`config.mk`:
```
export PLATFORM = sky130hd
export DESIGN_NAME = carry_bypass_adder
export DESIGN_NICKNAME = d
export VERILOG_FILES = /design/src/rtl/cba_pkg.sv /design/src/rtl/cba_bit_cell.sv /design/src/rtl/cba_group.sv /design/src/rtl/carry_bypass_adder.sv
export SDC_FILE = /design/constraint.sdc
export NUM_CORES = 1
export LEC_CHECK = 0
export BUFFER_PORTS_ARGS = -buffer_cell sky130_fd_sc_hd__buf_2
export CAP_MARGIN = 20
export CORE_MARGIN = 2
export CORE_UTILIZATION = 42
export DETAILED_ROUTE_END_ITERATION = 6
export MAX_ROUTING_LAYER = met4
export PLACE_DENSITY = 0.85
export SLEW_MARGIN = 20
export SYNTH_ARGS = -nofsm -noshare
export SYNTH_HDL_FRONTEND = slang
export SYNTH_SLANG_ARGS = --single-unit
```
`constraint.sdc`:
```
create_clock -name vclk -period 19
set_input_delay 5.7 -clock vclk [all_inputs]
set_output_delay 5.7 -clock vclk [all_outputs]
set_load 0.005 [all_outputs]
```
`src/rtl/cba_pkg.sv`:
```
package cba_pkg;

  // Classification of one bit position before the carry arrives.
  typedef struct packed {
    logic p;  // operand bits differ: carry passes through
    logic g;  // both bits set: carry created
    logic d;  // both bits clear: carry killed
  } bit_class_t;

  function automatic bit_class_t classify(input logic a, input logic b);
    bit_class_t c;
    c.p = a ^ b;
    c.g = a & b;
    c.d = ~a & ~b;
    return c;
  endfunction

  function automatic logic sum_of(input bit_class_t c, input logic ci);
    return c.p ^ ci;
  endfunction

  function automatic logic carry_of(input bit_class_t c, input logic ci);
    return c.g | (c.p & ci);
  endfunction

endpackage

```
`src/rtl/cba_bit_cell.sv`:
```
module cba_bit_cell
  import cba_pkg::*;
(
  input  logic       a,
  input  logic       b,
  output bit_class_t cls
);

  assign cls = classify(a, b);

  // each bit falls into exactly one class
  always_comb begin
    p_class_onehot_r1: assert ($countones({cls.p, cls.g, cls.d}) == 1)
      else $error("bit class not one-hot");
  end

endmodule

```
`src/rtl/cba_group.sv`:
```
module cba_group
  import cba_pkg::*;
#(
  parameter int unsigned GW = 4
) (
  input  logic [GW-1:0] a,
  input  logic [GW-1:0] b,
  input  logic          ci,
  output logic [GW-1:0] s,
  output logic          co
);

  bit_class_t      cls [GW];
  logic [GW:0]     chain;
  logic [GW-1:0]   prop_vec;
  logic            skip_sel;
  logic            ripple_co;

  assign chain[0] = ci;

  for (genvar i = 0; i < GW; i++) begin : g_bit
    cba_bit_cell u_cell (
      .a   (a[i]),
      .b   (b[i]),
      .cls (cls[i])
    );
    assign prop_vec[i]  = cls[i].p;
    assign s[i]         = sum_of(cls[i], chain[i]);
    assign chain[i+1]   = carry_of(cls[i], chain[i]);
  end

  assign ripple_co = chain[GW];
  assign skip_sel  = &prop_vec;
  assign co        = skip_sel ? ci : ripple_co;

  always_comb begin
    // bypass path and ripple path agree when the group fully propagates
    if (skip_sel)
      p_bypass_agrees_r3: assert (ripple_co == ci)
        else $error("bypass differs from ripple");
    // a generating top bit forces the group carry high
    if (cls[GW-1].g)
      p_top_generate_r4: assert (co == 1'b1)
        else $error("generate at top did not set carry");
    // a deleting top bit forces the group carry low
    if (cls[GW-1].d)
      p_top_delete_r4: assert (co == 1'b0)
        else $error("delete at top did not clear carry");
  end

endmodule

```
`src/rtl/carry_bypass_adder.sv`:
```
module carry_bypass_adder
  import cba_pkg::*;
#(
  parameter int unsigned WIDTH = 16,
  parameter int unsigned GROUP = 4
) (
  input  logic [WIDTH-1:0] a,
  input  logic [WIDTH-1:0] b,
  input  logic             cin,
  output logic [WIDTH-1:0] sum,
  output logic             cout
);

  localparam int unsigned NGROUPS = WIDTH / GROUP;

  if ((WIDTH % GROUP) != 0 || GROUP < 4 || GROUP > 8) begin : g_bad_cfg
    $error("GROUP must lie in 4..8 and divide WIDTH");
  end

  logic [NGROUPS:0] grp_carry;

  assign grp_carry[0] = cin;

  for (genvar k = 0; k < NGROUPS; k++) begin : g_grp
    cba_group #(.GW(GROUP)) u_grp (
      .a  (a[k*GROUP +: GROUP]),
      .b  (b[k*GROUP +: GROUP]),
      .ci (grp_carry[k]),
      .s  (sum[k*GROUP +: GROUP]),
      .co (grp_carry[k+1])
    );
  end

  assign cout = grp_carry[NGROUPS];

  logic [WIDTH:0] arith_total;
  assign arith_total = {1'b0, a} + {1'b0, b} + {{WIDTH{1'b0}}, cin};

  always_comb begin
    // structural result matches arithmetic addition
    p_sum_matches_r1: assert ({cout, sum} == arith_total)
      else $error("structural sum differs from arithmetic");
    // complementary operands hand the carry-in straight out
    if (b == ~a)
      p_full_propagate_r3: assert (cout == cin && sum == {WIDTH{~cin}})
        else $error("full propagate result wrong");
  end

endmodule

```
# --- Yosys cells after proc, flatten, opt, wreduce, memory -nomap -nowiden ---
# Cells that the tools add are included.
# Widths: inputs -> output; s select.
classes:
  reduce_logical: 4
  n_bitwise: 80
  mux: 4
op_table:
  columns: ["cell", "n"]
  rows:
  - ["$and 1x1->1", 32]
  - ["$xor 1x1->1", 32]
  - ["$or 1x1->1", 16]
  - ["$reduce_and 4->1", 4]
  - ["$mux 1", 4]
word_totals:
  regBits: 0
  out_inout_bits: 17
  elab_cells: 88
  inputBits: 33

# --- Logic depth before layout (Yosys ltp) ---
# Gate-level depths: netlist of the first run.
depth:
  depth_word: 37
  ltp_mapped: 25
  mapped_depth_nobuf: 25

# --- Modules after synthesis ---
# A second synthesis of the first run with hierarchy kept.
unflattened:
  hier_cells: 108
  area_unflattened_um2: 890.9
by_module_without_submodules:
  columns: ["mod", "area_each_um2", "instances", "seq_area_each_um2", "cells_each"]
  rows:
  - ["cba_bit_cell", 32.5, 16, 0.0, 4]
  - ["cba_group", 92.6, 4, 0.0, 11]

# --- Least setup slack after synthesis of the first run ---
# No wires, ideal clock.
synth_path:
  kind: "input to output"
  from: "in a[0]"
  to: "out sum[15]"
  required_time_ps: 13300
  t_arrival_ps: 12375
  slack_ps: 925
  path_buffers: 0
  stages: 25
  cell_sequence: "inv_1 > fa_1 > inv_1 > fa_1 > fa_1 > fa_1 > mux2_4 > fa_1 > fa_1 > fa_1 > fa_1 > a41oi_1 > nor2_1 > fa_1 > fa_1 > fa_1 > fa_1 > nand2_1 > nand2_1 > fa_1 > fa_1 > fa_1 > inv_1 > fa_1 > inv_1"
synth_via:
  elab_chain_len: 35
  word_cells_on_any_way: 37
  cone_classes: "mux: 3; bitwise: 33; reduce/logical: 1"
synth_lines:
  columns: ["element", "line_no", "source"]
  rows:
  - ["start, declared", "carry_bypass_adder.sv:7", "input logic [WIDTH-1:0] a,"]
  - ["$xor 1x1->1", "cba_pkg.sv:12", "c.p = a ^ b;"]
  - ["$and 1x1->1", "cba_pkg.sv:23", "return c.g | (c.p & ci);"]
  - ["$or 1x1->1", "cba_pkg.sv:23", null]
  - ["$and 1x1->1", "cba_pkg.sv:23", null]
  - ["$or 1x1->1", "cba_pkg.sv:23", null]
  - ["$and 1x1->1", "cba_pkg.sv:23", null]
  - ["$or 1x1->1", "cba_pkg.sv:23", null]
  - ["$and 1x1->1", "cba_pkg.sv:23", null]
  - ["(+19 left out)", null, null]
  - ["$mux 1 (*)", "cba_group.sv:34", "assign co = skip_sel ? ci : ripple_co;"]
  - ["$and 1x1->1 (*)", "cba_pkg.sv:23", null]
  - ["$or 1x1->1 (*)", "cba_pkg.sv:23", null]
  - ["$and 1x1->1 (*)", "cba_pkg.sv:23", null]
  - ["$or 1x1->1 (*)", "cba_pkg.sv:23", null]
  - ["$and 1x1->1 (*)", "cba_pkg.sv:23", null]
  - ["$or 1x1->1 (*)", "cba_pkg.sv:23", null]
  - ["$xor 1x1->1 (*)", "cba_pkg.sv:19", "return c.p ^ ci;"]
  - ["end, declared", "carry_bypass_adder.sv:10", "output logic [WIDTH-1:0] sum,"]
# Mark *: on every way between the ends. The rest lies on a longest branch, timed or not.

# --- Worst setup path in the final report of the first run ---
# Same ends and word-level chain as after synthesis.

==> report_table.html, run 1 <==
<table>
<tr><th>Metric</th><th>Value</th></tr>
<tr><th colspan="2">Status</th></tr>
<tr><td>Result of the run</td><td>complete, no violations</td></tr>
<tr><th colspan="2">Finish</th></tr>
<tr><td>Number of clock buffers in the layout</td><td>0</td></tr>
<tr><td>Most common cell after layout, fill and taps aside</td><td>buf_2</td></tr>
<tr><td>Most frequent cells in the layout</td><td>buf_2, fa_1, ha_1</td></tr>
<tr><td>Post-layout nets</td><td>172</td></tr>
<tr><td>Layout-stage area growth over the synthesis result</td><td>42.0%</td></tr>
<tr><td>Share of final-layout standard cells stronger than drive strength 1</td><td>49.5%</td></tr>
<tr><td>Sequential cell area</td><td>0 um2</td></tr>
<tr><td>Diodes inserted</td><td>0</td></tr>
<tr><td>Sequential cell count of the final layout</td><td>0</td></tr>
<tr><th colspan="2">Timing</th></tr>
<tr><td>Post-route clock period utilization</td><td>97.9%</td></tr>
<tr><td>RSZ-0062 raised after global routing</td><td>no</td></tr>
<tr><td>Maximum clock frequency</td><td>53.7 MHz</td></tr>
<tr><td>Final critical delay including setup and external delays</td><td>18.61 ns</td></tr>
<tr><td>Number of pins with negative max-slew slack in the final report</td><td>0</td></tr>
<tr><td>Post-route worst setup slack</td><td>0.394 ns</td></tr>
<tr><td>Slew at the pin closest to its max-slew limit</td><td>0.224 ns</td></tr>
<tr><td>Total Neg Setup Slack</td><td>0 ns</td></tr>
<tr><td>Final Hold Viols</td><td>0</td></tr>
<tr><td>Headroom to the max-slew limit</td><td>84.9%</td></tr>
<tr><td>Total setup violations reported at the end of the flow</td><td>0</td></tr>
<tr><th colspan="2">Route</th></tr>
<tr><td>Met1 Routed Length</td><td>466 um</td></tr>
<tr><td>Via count normalized by instance count</td><td>4.67</td></tr>
<tr><td>Routed wire length</td><td>1.37 mm</td></tr>
<tr><td>Starting DRT DRC Count</td><td>1</td></tr>
<tr><td>Routed length on met2</td><td>840 um</td></tr>
<tr><td>Top metal layer carrying routed signals</td><td>met3</td></tr>
<tr><td>Wire length on met3</td><td>66 um</td></tr>
<tr><td>1st-pass router iterations</td><td>2</td></tr>
<tr><td># DRC</td><td>0</td></tr>
<tr><td>Total number of vias</td><td>565</td></tr>
<tr><td>Post-detailed-route count of antenna-violating nets</td><td>0</td></tr>
<tr><td>WL/cell</td><td>11.3 um</td></tr>
<tr><th colspan="2">Worst setup path</th></tr>
<tr><td>Category of the worst setup path capture point</td><td>primary output</td></tr>
<tr><td>Maximum fanout along the worst path</td><td>3</td></tr>
<tr><td>Critical Path Start Type</td><td>primary input</td></tr>
<tr><td>WP data arrival</td><td>12.91 ns</td></tr>
<tr><td>Critical Path Most Common Cell</td><td>fa_1</td></tr>
<tr><td>Worst endpoint required time</td><td>13.30 ns</td></tr>
<tr><td>Cell with the largest stage delay on the worst path</td><td>fa_1</td></tr>
<tr><td>Max stage delay on crit path</td><td>0.41 ns</td></tr>
<tr><td>Setup CP Type</td><td>primary input to primary output</td></tr>
<tr><th colspan="2">Synthesis</th></tr>
<tr><td>Ranking of synthesized cells by area</td><td>fa_1, ha_1, inv_1</td></tr>
<tr><td>Area fraction of the dominant cell type after synthesis</td><td>49.8%</td></tr>
<tr><td>Post-synthesis cell type with the largest combined area</td><td>fa_1</td></tr>
<tr><td>Average cell area after synthesis</td><td>11.7 um2</td></tr>
<tr><td>Number of warnings reported in the yosys synthesis log</td><td>0</td></tr>
<tr><td>Synth unique cells</td><td>11</td></tr>
<tr><td>Mapped Cells</td><td>55</td></tr>
<tr><td>Net count after synthesis</td><td>120</td></tr>
<tr><td>Area of the mapped netlist</td><td>643 um2</td></tr>
<tr><td>Share of the yosys chip area belonging to registers</td><td>0%</td></tr>
<tr><th colspan="2">Floorplan</th></tr>
<tr><td>Standard-cell rows</td><td>14</td></tr>
<tr><td>Die height</td><td>43.1 um</td></tr>
<tr><td>Die width</td><td>43.1 um</td></tr>
<tr><td>Starting density of the core</td><td>43.7%</td></tr>
<tr><td>Die area</td><td>0.00186 mm2</td></tr>
<tr><td>Top-level port count</td><td>50</td></tr>
<tr><td>Core ar.</td><td>0.00147 mm2</td></tr>
<tr><th colspan="2">Pwr</th></tr>
<tr><td>Leakage dissipation</td><td>0.000519 uW</td></tr>
<tr><td>Maximum VDD drop</td><td>0.0151 mV</td></tr>
<tr><td>Total power per unit cell area</td><td>28.3 mW/mm2</td></tr>
<tr><th colspan="2">CTS</th></tr>
<tr><td>Hold-fix buffers at CTS</td><td>0</td></tr>
<tr><td>Number of buffers inserted to repair setup after CTS</td><td>0</td></tr>
<tr><td>Total of cells resized after clock tree synthesis</td><td>0</td></tr>
<tr><th colspan="2">Place</th></tr>
<tr><td>Pre-CTS setup slack</td><td>0.347 ns</td></tr>
<tr><td>DP Wirelength</td><td>1.34 mm</td></tr>
<tr><td>Final estimated routing congestion in global placement</td><td>0.751</td></tr>
<tr><td>Quantity of I/O buffers inserted on ports</td><td>50</td></tr>
<tr><th colspan="2">Global routing</th></tr>
<tr><td>Overall Global Routing Usage</td><td>15.6%</td></tr>
<tr><td>First-pass GRT wire length</td><td>2.19 mm</td></tr>
<tr><td>Number of global-route vias before repair</td><td>523</td></tr>
<tr><td>Initial antenna violation count</td><td>0</td></tr>
<tr><td>Remaining global-route overflow</td><td>0</td></tr>
<tr><td>Maximum number of pins on one net before global-route repair</td><td>4</td></tr>
<tr><th colspan="2">Flow run</th></tr>
<tr><td># Max-Cap Violations</td><td>0</td></tr>
<tr><th colspan="2">Worst hold path</th></tr>
<tr><td>Hold WC Path Type</td><td>primary input to primary output</td></tr>
</table>
layer usage:
layer  vias to the layer above  track usage, %
li1                        272               -
met1                       274            18.2
met2                        19            31.3
met3                         0               0
met4                         0               0
met5                         -               -
cells in the mapped netlist (all sizes together):
cell / count
nand4: 4
mux2: 1
a41oi: 1
inv: 9
a21oi: 1
nor2: 3
ha: 16
a22oi: 1
o21ai: 1
nand2: 2
fa: 16
cell type report:
class	count	area (um2)
fill	133	558
inverter	9	33.8
multi-input combinational	46	609
tap	16	20.0
timing repair buffer	50	250
worst max-delay path, delay by kind of cell:
family                   cells  cell delay, ns
multiplexers                 1            0.29
AO/OA/AOI/OAI                1            0.23
AND/OR/NAND/NOR              3            0.24
adder cells (fa/ha/maj)     16            6.00
buffers and inverters        6            0.46
power by group:
part | switching (uW) | internal (uW)
Sequential | 0 | 0
Clock | 0 | 0
Combinational | 12.6 | 13.2
Total | 12.6 | 13.2
stage by stage:
stage                     cell area, um2  power [uW]  hold WS, ns  utilization, %  std cells
after floorplan                      643        12.6        11.55               -         55
after global placement               913        24.8        11.75            62.1        121
after detailed placement             913        26.2        11.75            62.1        121
after CTS                            913        26.5        11.75            62.1        121
after global routing                 913        29.8        11.77            62.1        121
final                                913        25.8        11.75            62.1        121
cell families after synthesis:
family / synth area share (%)
buffers and inverters: 5.25
muxes: 2.33
AOI/OAI and AO/OA: 4.67
and+or+nand+nor: 6.81
adders and majority gates: 80.9
worst paths after layout:
kind                   from  endpoint  cells past startpoint
worst min-delay path  b[13]   sum[13]                      3
worst max-delay path   a[0]   sum[15]                     27
No activity file was read; power rests on OpenSTA's default activity.
==> inputs of run 2 (changes only) <==
--- a/config.mk
+++ b/config.mk
@@ -8,10 +8,10 @@
 export BUFFER_PORTS_ARGS = -buffer_cell sky130_fd_sc_hd__buf_2
 export CAP_MARGIN = 20
 export CORE_MARGIN = 2
-export CORE_UTILIZATION = 42
+export CORE_UTILIZATION = 43
 export DETAILED_ROUTE_END_ITERATION = 6
 export MAX_ROUTING_LAYER = met4
-export PLACE_DENSITY = 0.85
+export PLACE_DENSITY = 0.87
 export SLEW_MARGIN = 20
 export SYNTH_ARGS = -nofsm -noshare
 export SYNTH_HDL_FRONTEND = slang
==> constraint.sdc (replaced) <==
create_clock -name vclk -period 23.1
set_input_delay 6.93 -clock vclk [all_inputs]
set_output_delay 6.93 -clock vclk [all_outputs]
set_load 0.005 [all_outputs]
==> run 2 against run 1 <==
Wire length is 5.2% lower. Non-clock buffer count unchanged. Worst setup slack improved by 1.7 ns. Final cell count decreased by 0.83%. Critical path type unchanged. Critical endpoint unchanged.
==> report_table.html, run 2 (same netlist as run 1, synthesis figures left out) <==
<table>
<tr><th>Metric</th><th>Value</th></tr>
<tr><th colspan="2">Worst setup path</th></tr>
<tr><td>Critical Path Most Common Cell</td><td>fa_1</td></tr>
<tr><td>WP data arrival</td><td>14.11 ns (+1.20 ns)</td></tr>
<tr><td>Critical Path Start Type</td><td>primary input</td></tr>
<tr><td>Maximum fanout along the worst path</td><td>3 (unchanged)</td></tr>
<tr><td>Worst endpoint required time</td><td>16.17 ns (+2.87 ns)</td></tr>
<tr><td>Setup CP Type</td><td>primary input to primary output</td></tr>
<tr><td>Max stage delay on crit path</td><td>0.41 ns (about the same)</td></tr>
<tr><td>Cell with the largest stage delay on the worst path</td><td>fa_1</td></tr>
<tr><td>Category of the worst setup path capture point</td><td>primary output</td></tr>
<tr><th colspan="2">Finish</th></tr>
<tr><td>Post-layout nets</td><td>172 (unchanged)</td></tr>
<tr><td>Most common cell after layout, fill and taps aside</td><td>buf_2</td></tr>
<tr><td>Utilization after layout</td><td>67.6% (+5.5 points)</td></tr>
<tr><td>Post-layout instance count excluding filler cells</td><td>120 (-0.83%)</td></tr>
<tr><td>Diodes inserted</td><td>0 (unchanged)</td></tr>
<tr><td>Sequential cell count of the final layout</td><td>0 (unchanged)</td></tr>
<tr><td>Share of final-layout standard cells stronger than drive strength 1</td><td>49.5% (unchanged)</td></tr>
<tr><td>Sequential cell area</td><td>0 um2 (unchanged)</td></tr>
<tr><td>Layout-stage area growth over the synthesis result</td><td>41.8%</td></tr>
<tr><td>Number of clock buffers in the layout</td><td>0 (unchanged)</td></tr>
<tr><td>Most frequent cells in the layout</td><td>buf_2, fa_1, ha_1</td></tr>
<tr><th colspan="2">Floorplan</th></tr>
<tr><td>Top-level port count</td><td>50 (unchanged)</td></tr>
<tr><td>Die area</td><td>0.00182 mm2 (-2.1%)</td></tr>
<tr><td>Standard-cell rows</td><td>13 (-1)</td></tr>
<tr><td>Die height</td><td>42.7 um (-1.1%)</td></tr>
<tr><td>Core ar.</td><td>0.00135 mm2 (-8.2%)</td></tr>
<tr><td>Die width</td><td>42.7 um (-1.1%)</td></tr>
<tr><td>Starting density of the core</td><td>47.6% (+3.9 points)</td></tr>
<tr><th colspan="2">Route</th></tr>
<tr><td>1st-pass router iterations</td><td>3 (+1)</td></tr>
<tr><td>Starting DRT DRC Count</td><td>1 (unchanged)</td></tr>
<tr><td># DRC</td><td>0 (unchanged)</td></tr>
<tr><td>Post-detailed-route count of antenna-violating nets</td><td>0 (unchanged)</td></tr>
<tr><td>Total number of vias</td><td>570 (+0.88%)</td></tr>
<tr><td>WL/cell</td><td>10.8 um (-4.4%)</td></tr>
<tr><td>Routed wire length</td><td>1.30 mm (-5.2%)</td></tr>
<tr><td>Via count normalized by instance count</td><td>4.75 (+1.7%)</td></tr>
<tr><th colspan="2">Worst hold path</th></tr>
<tr><td>Hold WC Path Type</td><td>primary input to primary output</td></tr>
<tr><th colspan="2">Timing</th></tr>
<tr><td>Slew at the pin closest to its max-slew limit</td><td>0.212 ns (-0.0122 ns)</td></tr>
<tr><td>WHS</td><td>14.21 ns (+2.46 ns)</td></tr>
<tr><td>Total setup violations reported at the end of the flow</td><td>0 (unchanged)</td></tr>
<tr><td>Post-route clock period utilization</td><td>91.1%</td></tr>
<tr><td>Final critical delay including setup and external delays</td><td>21.04 ns</td></tr>
<tr><td>Final Hold Viols</td><td>0 (unchanged)</td></tr>
<tr><td>Number of pins with negative max-slew slack in the final report</td><td>0 (unchanged)</td></tr>
<tr><td>Total Neg Setup Slack</td><td>0 ns (unchanged)</td></tr>
<tr><td>Maximum clock frequency</td><td>47.5 MHz</td></tr>
<tr><td>RSZ-0062 raised after global routing</td><td>no</td></tr>
<tr><td>Headroom to the max-slew limit</td><td>85.7% (+0.82 points)</td></tr>
<tr><th colspan="2">Place</th></tr>
<tr><td>Quantity of I/O buffers inserted on ports</td><td>50 (unchanged)</td></tr>
<tr><td>DP Wirelength</td><td>1.27 mm (-5.6%)</td></tr>
<tr><td>Final estimated routing congestion in global placement</td><td>0.730 (-2.8%)</td></tr>
<tr><td>Total instance count after detailed placement</td><td>120 (-0.83%)</td></tr>
<tr><th colspan="2">CTS</th></tr>
<tr><td>Total of cells resized after clock tree synthesis</td><td>0 (unchanged)</td></tr>
<tr><td>Hold-fix buffers at CTS</td><td>0 (unchanged)</td></tr>
<tr><td>Number of buffers inserted to repair setup after CTS</td><td>0 (unchanged)</td></tr>
<tr><th colspan="2">Pwr</th></tr>
<tr><td>Maximum VDD drop</td><td>0.0104 mV (-31%)</td></tr>
<tr><td>Leakage dissipation</td><td>0.000519 uW (unchanged)</td></tr>
<tr><td>Total power per unit cell area</td><td>23.2 mW/mm2 (-18%)</td></tr>
<tr><th colspan="2">Global routing</th></tr>
<tr><td>Maximum number of pins on one net before global-route repair</td><td>4 (unchanged)</td></tr>
<tr><td>Overall Global Routing Usage</td><td>15.8% (+0.15 points)</td></tr>
<tr><td>Number of global-route vias before repair</td><td>604 (+15%)</td></tr>
<tr><td>First-pass GRT wire length</td><td>2.25 mm (+2.5%)</td></tr>
<tr><td>Initial antenna violation count</td><td>0 (unchanged)</td></tr>
<tr><td>Remaining global-route overflow</td><td>0 (unchanged)</td></tr>
<tr><th colspan="2">Flow run</th></tr>
<tr><td># Max-Cap Violations</td><td>0 (unchanged)</td></tr>
<tr><th colspan="2">Status</th></tr>
<tr><td>Result of the run</td><td>complete, no violations</td></tr>
</table>
## run 2: cell counts in the layout (fill, tap and decap cells not counted)
No cell type changed its count.
## run 2: worst paths after layout
kind                  cells after the start       to  start  slack (ns)
worst max-delay path                     27  sum[15]   a[0]        2.06
worst min-delay path                      3  sum[10]  b[10]       14.21
## run 2: per-stage QoR
stage | area, um2 | power (uW) | setup slack [ns]
finish | 912 | 21.1 | 2.06
floorplan | 643 | 10.4 | 2.57
global placement | 912 | 20.5 | 2.15
detailed placement | 912 | 21.4 | 2.02
CTS | 912 | 21.5 | 2.01
global route | 912 | 24.1 | 1.74
## run 2: per-layer routing
layer	vias to the layer above	GRT usage (%)	part of all wire, %
met5	-	-	0
met4	0	0	0
met3	0	0.426	6.4
met2	22	30.3	56
met1	276	19.3	37
li1	272	-	-
## run 2: critical path: cells and delay by family
kind | cells | cell delay (ns)
buf+inv | 6 | 0.46
simple gates | 3 | 0.24
compound gates | 1 | 0.21
mux | 1 | 0.29
fa+ha+maj | 16 | 5.99
## run 2: area by class of cell
type	instances	area, um2
fillers	103	438
multi-input cells	46	609
inverters	9	33.8
well taps	15	18.8
repair buffers	50	250
## run 2: where the power goes
part	switching (uW)	internal [uW]
Sequential	0	0
Clock	0	0
Combinational	10.4	10.8
==> inputs of run 3 (changes only) <==
--- a/config.mk
+++ b/config.mk
@@ -5,14 +5,15 @@
 export SDC_FILE = /design/constraint.sdc
 export NUM_CORES = 1
 export LEC_CHECK = 0
-export BUFFER_PORTS_ARGS = -buffer_cell sky130_fd_sc_hd__buf_2
 export CAP_MARGIN = 20
 export CORE_MARGIN = 2
 export CORE_UTILIZATION = 43
 export DETAILED_ROUTE_END_ITERATION = 6
+export DONT_BUFFER_PORTS = 1
 export MAX_ROUTING_LAYER = met4
-export PLACE_DENSITY = 0.87
+export PLACE_DENSITY = 0.59
 export SLEW_MARGIN = 20
 export SYNTH_ARGS = -nofsm -noshare
 export SYNTH_HDL_FRONTEND = slang
+export SYNTH_HIERARCHICAL = 1
 export SYNTH_SLANG_ARGS = --single-unit
==> constraint.sdc (replaced) <==
create_clock -name vclk -period 24.9
set_input_delay 7.47 -clock vclk [all_inputs]
set_output_delay 7.47 -clock vclk [all_outputs]
set_load 0.005 [all_outputs]
==> run 3 against run 2 <==
Critical path depth rose by 11. Worst setup slack improved by 0.50 ns. Worst hold slack improved by 0.86 ns. Total power fell by 30%. Core utilization fell by 20 points. Global-route usage fell by 3.8 points. Largest power group unchanged. Highest routed layer unchanged.
==> report_table.html, run 3 <==
<table>
<tr><th>Metric</th><th>Value</th></tr>
<tr><th colspan="2">Status</th></tr>
<tr><td>Result of the run</td><td>complete, no violations</td></tr>
<tr><th colspan="2">Place</th></tr>
<tr><td>DP Wirelength</td><td>1.32 mm (+4.6%)</td></tr>
<tr><td>Total placed instance area</td><td>925 um2 (+1.4%)</td></tr>
<tr><td>Quantity of I/O buffers inserted on ports</td><td>0 (-100%)</td></tr>
<tr><td>Pre-CTS setup slack</td><td>2.49 ns (+0.474 ns)</td></tr>
<tr><td>Final estimated routing congestion in global placement</td><td>0.652 (-11%)</td></tr>
<tr><th colspan="2">Finish</th></tr>
<tr><td>Most frequent cells in the layout</td><td>ha_1, inv_1, or2_2</td></tr>
<tr><td>Layout-stage area growth over the synthesis result</td><td>3.79%</td></tr>
<tr><td>Most common cell after layout, fill and taps aside</td><td>ha_1</td></tr>
<tr><td>Diodes inserted</td><td>0 (unchanged)</td></tr>
<tr><td>Fin area</td><td>925 um2 (+1.4%)</td></tr>
<tr><td>Sequential cell area</td><td>0 um2 (unchanged)</td></tr>
<tr><td>Sequential cell count of the final layout</td><td>0 (unchanged)</td></tr>
<tr><td>Number of clock buffers in the layout</td><td>0 (unchanged)</td></tr>
<tr><td>Area taken by multi-input logic gates</td><td>756 um2 (+24%)</td></tr>
<tr><td>Post-layout nets</td><td>191 (+11%)</td></tr>
<tr><td>Share of final-layout standard cells stronger than drive strength 1</td><td>11.1% (-38 points)</td></tr>
<tr><td>Fillcell total</td><td>210 (+100%)</td></tr>
<tr><th colspan="2">CTS</th></tr>
<tr><td>Hold-fix buffers at CTS</td><td>0 (unchanged)</td></tr>
<tr><td>Total of cells resized after clock tree synthesis</td><td>0 (unchanged)</td></tr>
<tr><td>Number of buffers inserted to repair setup after CTS</td><td>0 (unchanged)</td></tr>
<tr><th colspan="2">Timing</th></tr>
<tr><td>Final Hold Viols</td><td>0 (unchanged)</td></tr>
<tr><td>Headroom to the max-slew limit</td><td>84.5% (-1.2 points)</td></tr>
<tr><td>RSZ-0062 raised after global routing</td><td>no</td></tr>
<tr><td>Maximum clock frequency</td><td>44.8 MHz</td></tr>
<tr><td>Post-route worst setup slack</td><td>2.57 ns (+0.504 ns)</td></tr>
<tr><td>Final critical delay including setup and external delays</td><td>22.33 ns</td></tr>
<tr><td>Number of pins with negative max-slew slack in the final report</td><td>0 (unchanged)</td></tr>
<tr><td>Post-route clock period utilization</td><td>89.7%</td></tr>
<tr><td>Slew at the pin closest to its max-slew limit</td><td>0.226 ns (+0.0143 ns)</td></tr>
<tr><td>Total setup violations reported at the end of the flow</td><td>0 (unchanged)</td></tr>
<tr><td>Total Neg Setup Slack</td><td>0 ns (unchanged)</td></tr>
<tr><td>WHS</td><td>15.06 ns (+0.855 ns)</td></tr>
<tr><th colspan="2">Global routing</th></tr>
<tr><td>Maximum number of pins on one net before global-route repair</td><td>3 (-1)</td></tr>
<tr><td>Remaining global-route overflow</td><td>0 (unchanged)</td></tr>
<tr><td>Overall Global Routing Usage</td><td>12.0% (-3.8 points)</td></tr>
<tr><td>First-pass GRT wire length</td><td>2.43 mm (+8.0%)</td></tr>
<tr><td>Number of global-route vias before repair</td><td>613 (+1.5%)</td></tr>
<tr><td>Initial antenna violation count</td><td>0 (unchanged)</td></tr>
<tr><th colspan="2">Floorplan</th></tr>
<tr><td>Starting density of the core</td><td>45.4% (-2.2 points)</td></tr>
<tr><td>Die width</td><td>49.5 um (+16%)</td></tr>
<tr><td>Die height</td><td>49.5 um (+16%)</td></tr>
<tr><td>Core ar.</td><td>0.00196 mm2 (+45%)</td></tr>
<tr><td>Die area</td><td>0.00245 mm2 (+35%)</td></tr>
<tr><td>Standard-cell rows</td><td>16 (+3)</td></tr>
<tr><td>Top-level port count</td><td>50 (unchanged)</td></tr>
<tr><th colspan="2">Worst setup path</th></tr>
<tr><td>WP data arrival</td><td>14.86 ns (+0.75 ns)</td></tr>
<tr><td>Max stage delay on crit path</td><td>0.30 ns (-0.11 ns)</td></tr>
<tr><td>Setup CP Type</td><td>primary input to primary output</td></tr>
<tr><td>Category of the worst setup path capture point</td><td>primary output</td></tr>
<tr><td>Critical Path Start Type</td><td>primary input</td></tr>
<tr><td>Worst endpoint required time</td><td>17.43 ns (+1.26 ns)</td></tr>
<tr><td>Category of cells accounting for the largest share of critical-path delay</td><td>simple AND/OR/NAND/NOR gates</td></tr>
<tr><td>Cell with the largest stage delay on the worst path</td><td>ha_1</td></tr>
<tr><td>Number of buffers and inverters on the critical path</td><td>1 (-5)</td></tr>
<tr><td>Critical Path Most Common Cell</td><td>ha_1</td></tr>
<tr><td>Maximum fanout along the worst path</td><td>2 (-1)</td></tr>
<tr><th colspan="2">Route</th></tr>
<tr><td>Via count normalized by instance count</td><td>4.46 (-6.1%)</td></tr>
<tr><td>Post-detailed-route count of antenna-violating nets</td><td>0 (unchanged)</td></tr>
<tr><td>Routed wire length</td><td>1.35 mm (+3.5%)</td></tr>
<tr><td>Total number of vias</td><td>602 (+5.6%)</td></tr>
<tr><td>Starting DRT DRC Count</td><td>0 (-1)</td></tr>
<tr><td># DRC</td><td>0 (unchanged)</td></tr>
<tr><td>WL/cell</td><td>9.97 um (-8.0%)</td></tr>
<tr><td>1st-pass router iterations</td><td>1 (-2)</td></tr>
<tr><th colspan="2">Synthesis</th></tr>
<tr><td>Synth unique cells</td><td>6 (-5)</td></tr>
<tr><td>Area of the mapped netlist</td><td>891 um2 (+39%)</td></tr>
<tr><td>Ranking of synthesized cells by area</td><td>ha_1, inv_1, or2_2</td></tr>
<tr><td>Most frequently used cell type in the post-synthesis netlist</td><td>ha_1</td></tr>
<tr><td>Area fraction of the dominant cell type after synthesis</td><td>67.4% (+18 points)</td></tr>
<tr><td>Mapped Cells</td><td>108 (+96%)</td></tr>
<tr><td>Average cell area after synthesis</td><td>8.25 um2 (-29%)</td></tr>
<tr><td>Post-synthesis cell type with the largest combined area</td><td>ha_1</td></tr>
<tr><td>Number of warnings reported in the yosys synthesis log</td><td>6 (+6)</td></tr>
<tr><td>Net count after synthesis</td><td>189 (+57%)</td></tr>
<tr><td>Leading post-synthesis cells by instance count</td><td>ha_1, inv_1, or2_2</td></tr>
<tr><td>Share of the yosys chip area belonging to registers</td><td>0% (unchanged)</td></tr>
<tr><th colspan="2">Pwr</th></tr>
<tr><td>Total power per unit cell area</td><td>16.1 mW/mm2 (-31%)</td></tr>
<tr><td>Leakage dissipation</td><td>0.000666 uW (+28%)</td></tr>
<tr><td>Maximum VDD drop</td><td>0.00689 mV (-34%)</td></tr>
<tr><td>Sum of internal, switching and leakage power</td><td>14.9 uW (-30%)</td></tr>
<tr><th colspan="2">Worst hold path</th></tr>
<tr><td>Hold WC Path Type</td><td>primary input to primary output</td></tr>
<tr><th colspan="2">Flow run</th></tr>
<tr><td># Max-Cap Violations</td><td>0 (unchanged)</td></tr>
</table>
[run 3: final cells by class]
cell class | instances | share of cell area [%]
Tap cell | 27 | 3.65
Multi-Input combinational cell | 72 | 81.7
Inverter | 36 | 14.6
[run 3: metal layers]
| layer | global-route usage [%] | wire length [um] | vias to the layer above |
|---|---|---|---|
| li1 | - | - | 318 |
| met1 | 14.3 | 532 | 257 |
| met2 | 22.5 | 669 | 27 |
| met3 | 1.82 | 144 | 0 |
| met4 | 0 | 0 | 0 |
| met5 | - | 0 | - |
[run 3: power breakdown]
part           total, uW  switching (uW)  internal, uW
combinational       14.9            7.75          7.11
sequential             0               0             0
clock                  0               0             0
total               14.9            7.75          7.11
[run 3: logic make-up after synthesis]
kind of cell / after synthesis / share of synthesized area (%)
fa+ha+maj: 48 / 67.4
buf+inv: 36 / 15.2
mux: 4 / 4.49
simple gates: 20 / 12.9
[run 3: final timing paths]
| kind | depth (start not counted) | slack [ns] | startpoint | endpoint |
|---|---|---|---|---|
| worst max-delay path | 38 | 2.57 | a[0] | cout |
| worst min-delay path | 1 | 15.06 | cin | sum[0] |
[run 3: per-stage QoR]
step | instances | utilization, %
finish | 135 | 47.1
global route | 135 | 47.1
CTS | 135 | 47.1
detailed placement | 135 | 47.1
global placement | 135 | 47.1
floorplan | 108 | -
